===== src/rtl/gtb_pkg.sv =====
package gtb_pkg;
    localparam int UT_W   = 8;               // microtick counter width
    localparam int MT_W   = 10;              // macrotick counter width
    localparam int CYC_W  = 4;               // cycle counter width
    localparam int SLOT_W = 5;               // slot index width
    localparam int THR_W  = UT_W + MT_W;     // error threshold width
    localparam int COR_W  = UT_W + 1;        // signed correction width
    localparam int UTS_W  = UT_W + 2;        // signed running microtick width
    localparam int DIF_W  = MT_W + UT_W + 3; // signed offset width

    typedef logic [UT_W-1:0]          ut_t;
    typedef logic [MT_W-1:0]          mt_t;
    typedef logic [CYC_W-1:0]         cyc_t;
    typedef logic [SLOT_W-1:0]        slot_t;
    typedef logic [THR_W-1:0]         thr_t;
    typedef logic signed [COR_W-1:0]  cor_t;
    typedef logic signed [UTS_W-1:0]  uts_t;
    typedef logic signed [DIF_W-1:0]  dif_t;

    // result of one clock reading
    typedef struct packed {
        logic valid;   // correction accepted
        logic err;     // reading rejected
        cor_t corr;    // clamped correction
    } meas_t;

    function automatic cor_t clamp_corr(dif_t d, ut_t lim);
        dif_t l;
        l = dif_t'({1'b0, lim});
        if (d > l)
            return cor_t'(l);
        else if (d < -l)
            return cor_t'(-l);
        else
            return cor_t'(d);
    endfunction

    function automatic dif_t abs_dif(dif_t d);
        return (d < 0) ? -d : d;
    endfunction
endpackage


===== src/rtl/gtb_offset.sv =====
module gtb_offset
    import gtb_pkg::*;
(
    input  logic  strobe,
    input  mt_t   cur_mt,
    input  uts_t  cur_ut,
    input  mt_t   exp_mt,
    input  ut_t   cfg_ut_max,
    input  ut_t   cfg_prop_delay,
    input  ut_t   cfg_corr_max,
    input  thr_t  cfg_err_thr,
    output meas_t meas
);
    dif_t mt_delta;
    dif_t mt_len;
    dif_t raw;
    logic too_far;

    always_comb begin
        mt_delta = dif_t'($signed({1'b0, cur_mt})) - dif_t'($signed({1'b0, exp_mt}));
        mt_len   = dif_t'({1'b0, cfg_ut_max}) + dif_t'(1);
        raw      = mt_delta * mt_len + dif_t'(cur_ut) - dif_t'({1'b0, cfg_prop_delay});
        too_far  = abs_dif(raw) > dif_t'({1'b0, cfg_err_thr});
        meas.valid = strobe && !too_far;
        meas.err   = strobe && too_far;
        meas.corr  = clamp_corr(raw, cfg_corr_max);
    end
endmodule


===== src/rtl/gtb_tick.sv =====
module gtb_tick
    import gtb_pkg::*;
(
    input  logic  clk,
    input  logic  rst,
    input  logic  ld_en,
    input  ut_t   ld_ut,
    input  ut_t   cfg_ut_max,
    input  meas_t meas,
    output uts_t  ut,
    output logic  wrap
);
    uts_t ut_q;
    cor_t pend_q;

    assign wrap = (ut_q == uts_t'({1'b0, cfg_ut_max}));
    assign ut   = ut_q;

    always_ff @(posedge clk) begin
        if (rst) begin
            ut_q   <= '0;
            pend_q <= '0;
        end else if (ld_en) begin
            ut_q   <= uts_t'({1'b0, ld_ut});
            pend_q <= '0;
        end else begin
            // restarting below zero stretches, above zero shortens
            ut_q <= wrap ? -uts_t'(pend_q) : ut_q + uts_t'(1);
            if (meas.valid)
                pend_q <= meas.corr;
            else if (wrap)
                pend_q <= '0;
        end
    end
endmodule


===== src/rtl/gtb_horizon.sv =====
module gtb_horizon
    import gtb_pkg::*;
(
    input  logic  clk,
    input  logic  rst,
    input  logic  wrap,
    input  logic  ld_en,
    input  mt_t   ld_mt,
    input  cyc_t  ld_cyc,
    input  mt_t   cfg_mt_max,
    input  cyc_t  cfg_cyc_max,
    input  mt_t   cfg_mt_per_slot,
    output mt_t   mt,
    output cyc_t  cyc,
    output slot_t slot_idx,
    output logic  slot_start,
    output logic  round_start
);
    mt_t   mt_q, spos_q;
    cyc_t  cyc_q;
    slot_t sidx_q;
    logic  slot_p, round_p;
    logic  end_round, end_slot;

    assign end_round = (mt_q == cfg_mt_max);
    assign end_slot  = (spos_q == cfg_mt_per_slot - mt_t'(1));

    always_ff @(posedge clk) begin
        if (rst) begin
            mt_q    <= '0;
            cyc_q   <= '0;
            spos_q  <= '0;
            sidx_q  <= '0;
            slot_p  <= 1'b0;
            round_p <= 1'b0;
        end else if (ld_en) begin
            mt_q    <= ld_mt;
            cyc_q   <= ld_cyc;
            spos_q  <= ld_mt % cfg_mt_per_slot;
            sidx_q  <= slot_t'(ld_mt / cfg_mt_per_slot);
            slot_p  <= 1'b0;
            round_p <= 1'b0;
        end else if (wrap) begin
            if (end_round) begin
                mt_q    <= '0;
                cyc_q   <= (cyc_q == cfg_cyc_max) ? '0 : cyc_q + cyc_t'(1);
                spos_q  <= '0;
                sidx_q  <= '0;
                slot_p  <= 1'b1;
                round_p <= 1'b1;
            end else if (end_slot) begin
                mt_q    <= mt_q + mt_t'(1);
                spos_q  <= '0;
                sidx_q  <= sidx_q + slot_t'(1);
                slot_p  <= 1'b1;
                round_p <= 1'b0;
            end else begin
                mt_q    <= mt_q + mt_t'(1);
                spos_q  <= spos_q + mt_t'(1);
                slot_p  <= 1'b0;
                round_p <= 1'b0;
            end
        end else begin
            slot_p  <= 1'b0;
            round_p <= 1'b0;
        end
    end

    assign mt          = mt_q;
    assign cyc         = cyc_q;
    assign slot_idx    = sidx_q;
    assign slot_start  = slot_p;
    assign round_start = round_p;
endmodule


===== src/rtl/global_time_base.sv =====
module global_time_base
    import gtb_pkg::*;
(
    input  logic                clk,
    input  logic                rst,
    input  logic [UT_W-1:0]     cfg_ut_max,
    input  logic [MT_W-1:0]     cfg_mt_max,
    input  logic [CYC_W-1:0]    cfg_cyc_max,
    input  logic [MT_W-1:0]     cfg_mt_per_slot,
    input  logic [UT_W-1:0]     cfg_prop_delay,
    input  logic [UT_W-1:0]     cfg_corr_max,
    input  logic [THR_W-1:0]    cfg_err_thr,
    input  logic                sof_strobe,
    input  logic [MT_W-1:0]     sof_expected_mt,
    input  logic                ld_en,
    input  logic [CYC_W-1:0]    ld_cyc,
    input  logic [MT_W-1:0]     ld_mt,
    input  logic [UT_W-1:0]     ld_ut,
    output logic [MT_W-1:0]     time_mt,
    output logic [CYC_W-1:0]    time_cyc,
    output logic [SLOT_W-1:0]   slot_idx,
    output logic                slot_start,
    output logic                round_start,
    output logic                sync_err
);
    uts_t  ut_now;
    logic  wrap;
    meas_t meas;
    logic  err_q;

    gtb_offset u_offset (
        .strobe         (sof_strobe),
        .cur_mt         (time_mt),
        .cur_ut         (ut_now),
        .exp_mt         (sof_expected_mt),
        .cfg_ut_max     (cfg_ut_max),
        .cfg_prop_delay (cfg_prop_delay),
        .cfg_corr_max   (cfg_corr_max),
        .cfg_err_thr    (cfg_err_thr),
        .meas           (meas)
    );

    gtb_tick u_tick (
        .clk        (clk),
        .rst        (rst),
        .ld_en      (ld_en),
        .ld_ut      (ld_ut),
        .cfg_ut_max (cfg_ut_max),
        .meas       (meas),
        .ut         (ut_now),
        .wrap       (wrap)
    );

    gtb_horizon u_horizon (
        .clk             (clk),
        .rst             (rst),
        .wrap            (wrap),
        .ld_en           (ld_en),
        .ld_mt           (ld_mt),
        .ld_cyc          (ld_cyc),
        .cfg_mt_max      (cfg_mt_max),
        .cfg_cyc_max     (cfg_cyc_max),
        .cfg_mt_per_slot (cfg_mt_per_slot),
        .mt              (time_mt),
        .cyc             (time_cyc),
        .slot_idx        (slot_idx),
        .slot_start      (slot_start),
        .round_start     (round_start)
    );

    always_ff @(posedge clk) begin
        if (rst)
            err_q <= 1'b0;
        else
            err_q <= meas.err && !ld_en;
    end

    assign sync_err = err_q;
endmodule


===== config.mk =====
export PLATFORM = sky130hd
export DESIGN_NAME = global_time_base
export DESIGN_NICKNAME = d
export VERILOG_FILES = /design/src/rtl/gtb_pkg.sv /design/src/rtl/gtb_offset.sv /design/src/rtl/gtb_tick.sv /design/src/rtl/gtb_horizon.sv /design/src/rtl/global_time_base.sv
export SDC_FILE = /design/constraint.sdc
export NUM_CORES = 1
export LEC_CHECK = 0
export CORE_ASPECT_RATIO = 1.5
export CORE_UTILIZATION = 66
export CTS_BUF_LIST = sky130_fd_sc_hd__clkbuf_8
export CTS_CLUSTER_DIAMETER = 100
export DETAILED_ROUTE_END_ITERATION = 12
export PLACE_DENSITY = 0.9
export SLEW_MARGIN = 20
export SYNTH_ARGS = -nofsm -noshare
export SYNTH_HDL_FRONTEND = slang
export SYNTH_SLANG_ARGS = --single-unit

===== constraint.sdc =====
create_clock -name clk -period 54.3 [get_ports clk]
set_clock_uncertainty 0.15 [all_clocks]
set_input_delay 13.575 -clock clk [delete_from_list [all_inputs] [get_ports clk]]
set_output_delay 13.575 -clock clk [all_outputs]
set_load 0.02 [all_outputs]

==> results_dict.tcl <==
set metrics [dict create \
    io_buffers 123 \
    min_period_ns 31.21 \
    grt_max_degree 42 \
    status "finished, final reports clean" \
    antenna_found_initial 1 \
    cp.required_ns 54.39 \
    layout-drive-gt1-share 0.03437 \
    yosysMostFrequentCell "inv_1" \
    dr.pass1.iters 7 \
    yosys.area.top_type_share 0.1841 \
    cts_tree "yes" \
    ys_async_sr_fraction 0 \
    cts-resized-gates 0 \
    utilization 0.7499 \
    synthCells 1686 \
    worstSetupPathType "in -> reg" \
    die_h_um 175.6 \
    tns_ns 0 \
    fin_nets 2163 \
    maxCapViolCount 0 \
    hpwl_mm 33.02 \
    drt_iter0_drc 774 \
    rsz0062_at_grt "false" \
    worstSetupEndpointType "register" \
    yosysUniqueCellTypes 91 \
    wire_per_inst_um 19.17 \
    r2r-start "u_horizon.mt[0]$_SDFFE_PP0P_" \
    cp_data_arrival_time_ns 31.30 \
    synth.area.top_cells "fa_1 (18%), ha_1 (16%), dfxtp_1 (7.7%), inv_1 (7.3%), xnor2_1 (5.3%)" \
    fin_area_um2 14780 \
    drc 0 \
    via_count 12680 \
    area_growth_pct 11.39 \
    track_usage 0.3844 \
    synth_fa_ha_area_frac 0.3397 \
    synth_top_area_cell "fa_1" \
    die-area_um2 20680 \
    r2r_end "u_tick.pend_q[4]$_SDFFE_PP0P_" \
    holdBufCountCts 0 \
    synth_seq_cells 51 \
    vias_per_cell 6.229 \
    relSlewSlack 0.2365 \
    crit_path_start_kind "primary input" \
    synth_area_um2 13270 \
    nFillCells 1548 \
    crit_path_max_fanout 14 \
    syn-num-nets 2075 \
    clk_path_buf_depth 2 \
    syn_area_per_cell_um2 7.869 \
    worst_slew_pin_slew_ns 1.131 \
    ff2ff_path_depth 37 \
    synth-edff-count 0 \
    clock_sinks 51 \
    drv_slew 0 \
    synth_xor_area_frac 0.08507 \
    r2r_setup_slack_ns 42.28 \
    holdWs_ns 0.3504 \
    cts_setup_buffers 0 \
    post-route-period-util 0.5748 \
    core-area_um2 19710 \
    start_util 0.6732 \
    wirelength_mm 39.02 \
    synth_top_family_by_area "adder cells" \
    cts-root-buf "clkbuf_8" \
    max_stage_delay_ns 0.99 \
    yosys_warnings 0 \
    clock_latency_ns 0.33 \
    core.rowCount 63 \
    synth-compound-area-share 0.1903 \
    hold_violations 0 \
    startpoint "cfg_mt_per_slot[0]" \
    dpl_cell_area_um2 14680 \
    path_clk_slew_ns 0.11 \
    fmax_ghz 0.03204 \
    cts_max_level 2 \
    synthMuxAreaShare 0.02113 \
    die_w_um 117.8 \
    io_pins 124 \
    hold_class "reg -> reg" \
    antenna_left 0 \
    critPathSlowestCell "o311ai_0" \
    setup_violations 0 \
    overflow 0 \
    synth-main-ff-cell "dfxtp_1" \
    yosys.area_share.simple 0.1970 \
    yosysSeqAreaShare 0.07696 \
    diodes 0 \
    crit_top_cell "o21a_1" \
    grt_pass1_wl_mm 63.03 \
    yosys-top-cells-count "inv_1 (259), ha_1 (165), nor2_1 (136)" \
    place_congestion 0.9979 \
    cp-endpoint "u_horizon.spos_q[6]$_SDFFE_PP0P_" \
    grt_pass1_vias 13060 \
    cts_buffers 5 \
]
layout make-up:
type,instances,area [µm²],share of cell area
clock buffers,5,68.82,0.004657
clock inverters,3,22.52,0.001524
inverters,261,979.7,0.06629
multi-input cells,1323,11060,0.7485
flip-flops and latches,51,1021,0.06909
well taps,260,325.3,0.02201
repair buffers,132,1299,0.08788
logic make-up after synthesis:
logic type	count (synthesis)
flops	51
compound gates	365
mux	26
buf+inv	312
simple gates	517
fa+ha+maj	287
xor+xnor	128
cells in the final DEF (no fill, tap or decap), types with 39 or more instances in the layout:
master             n
o21a_1            39
nor2_1           136
nor3_1            46
clkdlybuf4s50_1  123
a21oi_1           74
xor2_1            46
xnor2_1           80
ha_1             165
dfxtp_1           51
nand3_1           48
o21ai_0           61
nand2_1          112
inv_1            259
fa_1             122
metrics by stage:
step	instances	worst slack, ns
after CTS	2035	23.26
after global placement	2027	23.40
after detailed placement	2027	22.94
after global routing	2035	21.82
after floorplan	1686	26.43
final	2035	23.09
sequential cells by signal, summed over array words and instances, names as in the netlist:
register,count
u_horizon.mt,10
u_horizon.spos_q,10
u_tick.ut,10
u_tick.pend_q,9
u_horizon.slot_idx,5
u_horizon.cyc,4
sync_err,1
u_horizon.round_start,1
u_horizon.slot_start,1
metal layers:
metal | up-vias | share of wire | wire, µm | GRT usage
met3 | 193 | 0.058 | 2276 | 0.04123
li1 | 5956 | - | - | -
met4 | 0 | 0.079 | 3063 | 0.2895
met2 | 534 | 0.52 | 20270 | 0.7167
met1 | 5993 | 0.34 | 13410 | 0.3923
met5 | - | 0 | 0 | 0
critical path, delay by kind of cell:
family,cells,cell delay [ns]
AOI/OAI and AO/OA,38,9.92
adders and majority gates,10,3.20
and+or+nand+nor,11,2.38
muxes,4,1.24
buffers and inverters,4,0.97
worst min path at each step:
stage | startpoint | to | slack (ns) | depth (start not counted)
3_5_place_dp | u_tick.pend_q[8]$_SDFFE_PP0P_ | u_tick.pend_q[8]$_SDFFE_PP0P_ | 0.34 | 2
5_1_grt | u_tick.pend_q[8]$_SDFFE_PP0P_ | u_tick.pend_q[8]$_SDFFE_PP0P_ | 0.38 | 2
6_report | u_tick.pend_q[8]$_SDFFE_PP0P_ | u_tick.pend_q[8]$_SDFFE_PP0P_ | 0.35 | 2
4_1_cts | u_tick.pend_q[8]$_SDFFE_PP0P_ | u_tick.pend_q[8]$_SDFFE_PP0P_ | 0.36 | 2
3_3_place_gp | u_tick.pend_q[8]$_SDFFE_PP0P_ | u_tick.pend_q[8]$_SDFFE_PP0P_ | 0.34 | 2
2_1_floorplan | u_tick.pend_q[8]$_SDFFE_PP0P_ | u_tick.pend_q[8]$_SDFFE_PP0P_ | 0.31 | 2
Power is not shown: default switching activity piles up to over one toggle a cycle in this logic, so the estimate is an artifact.
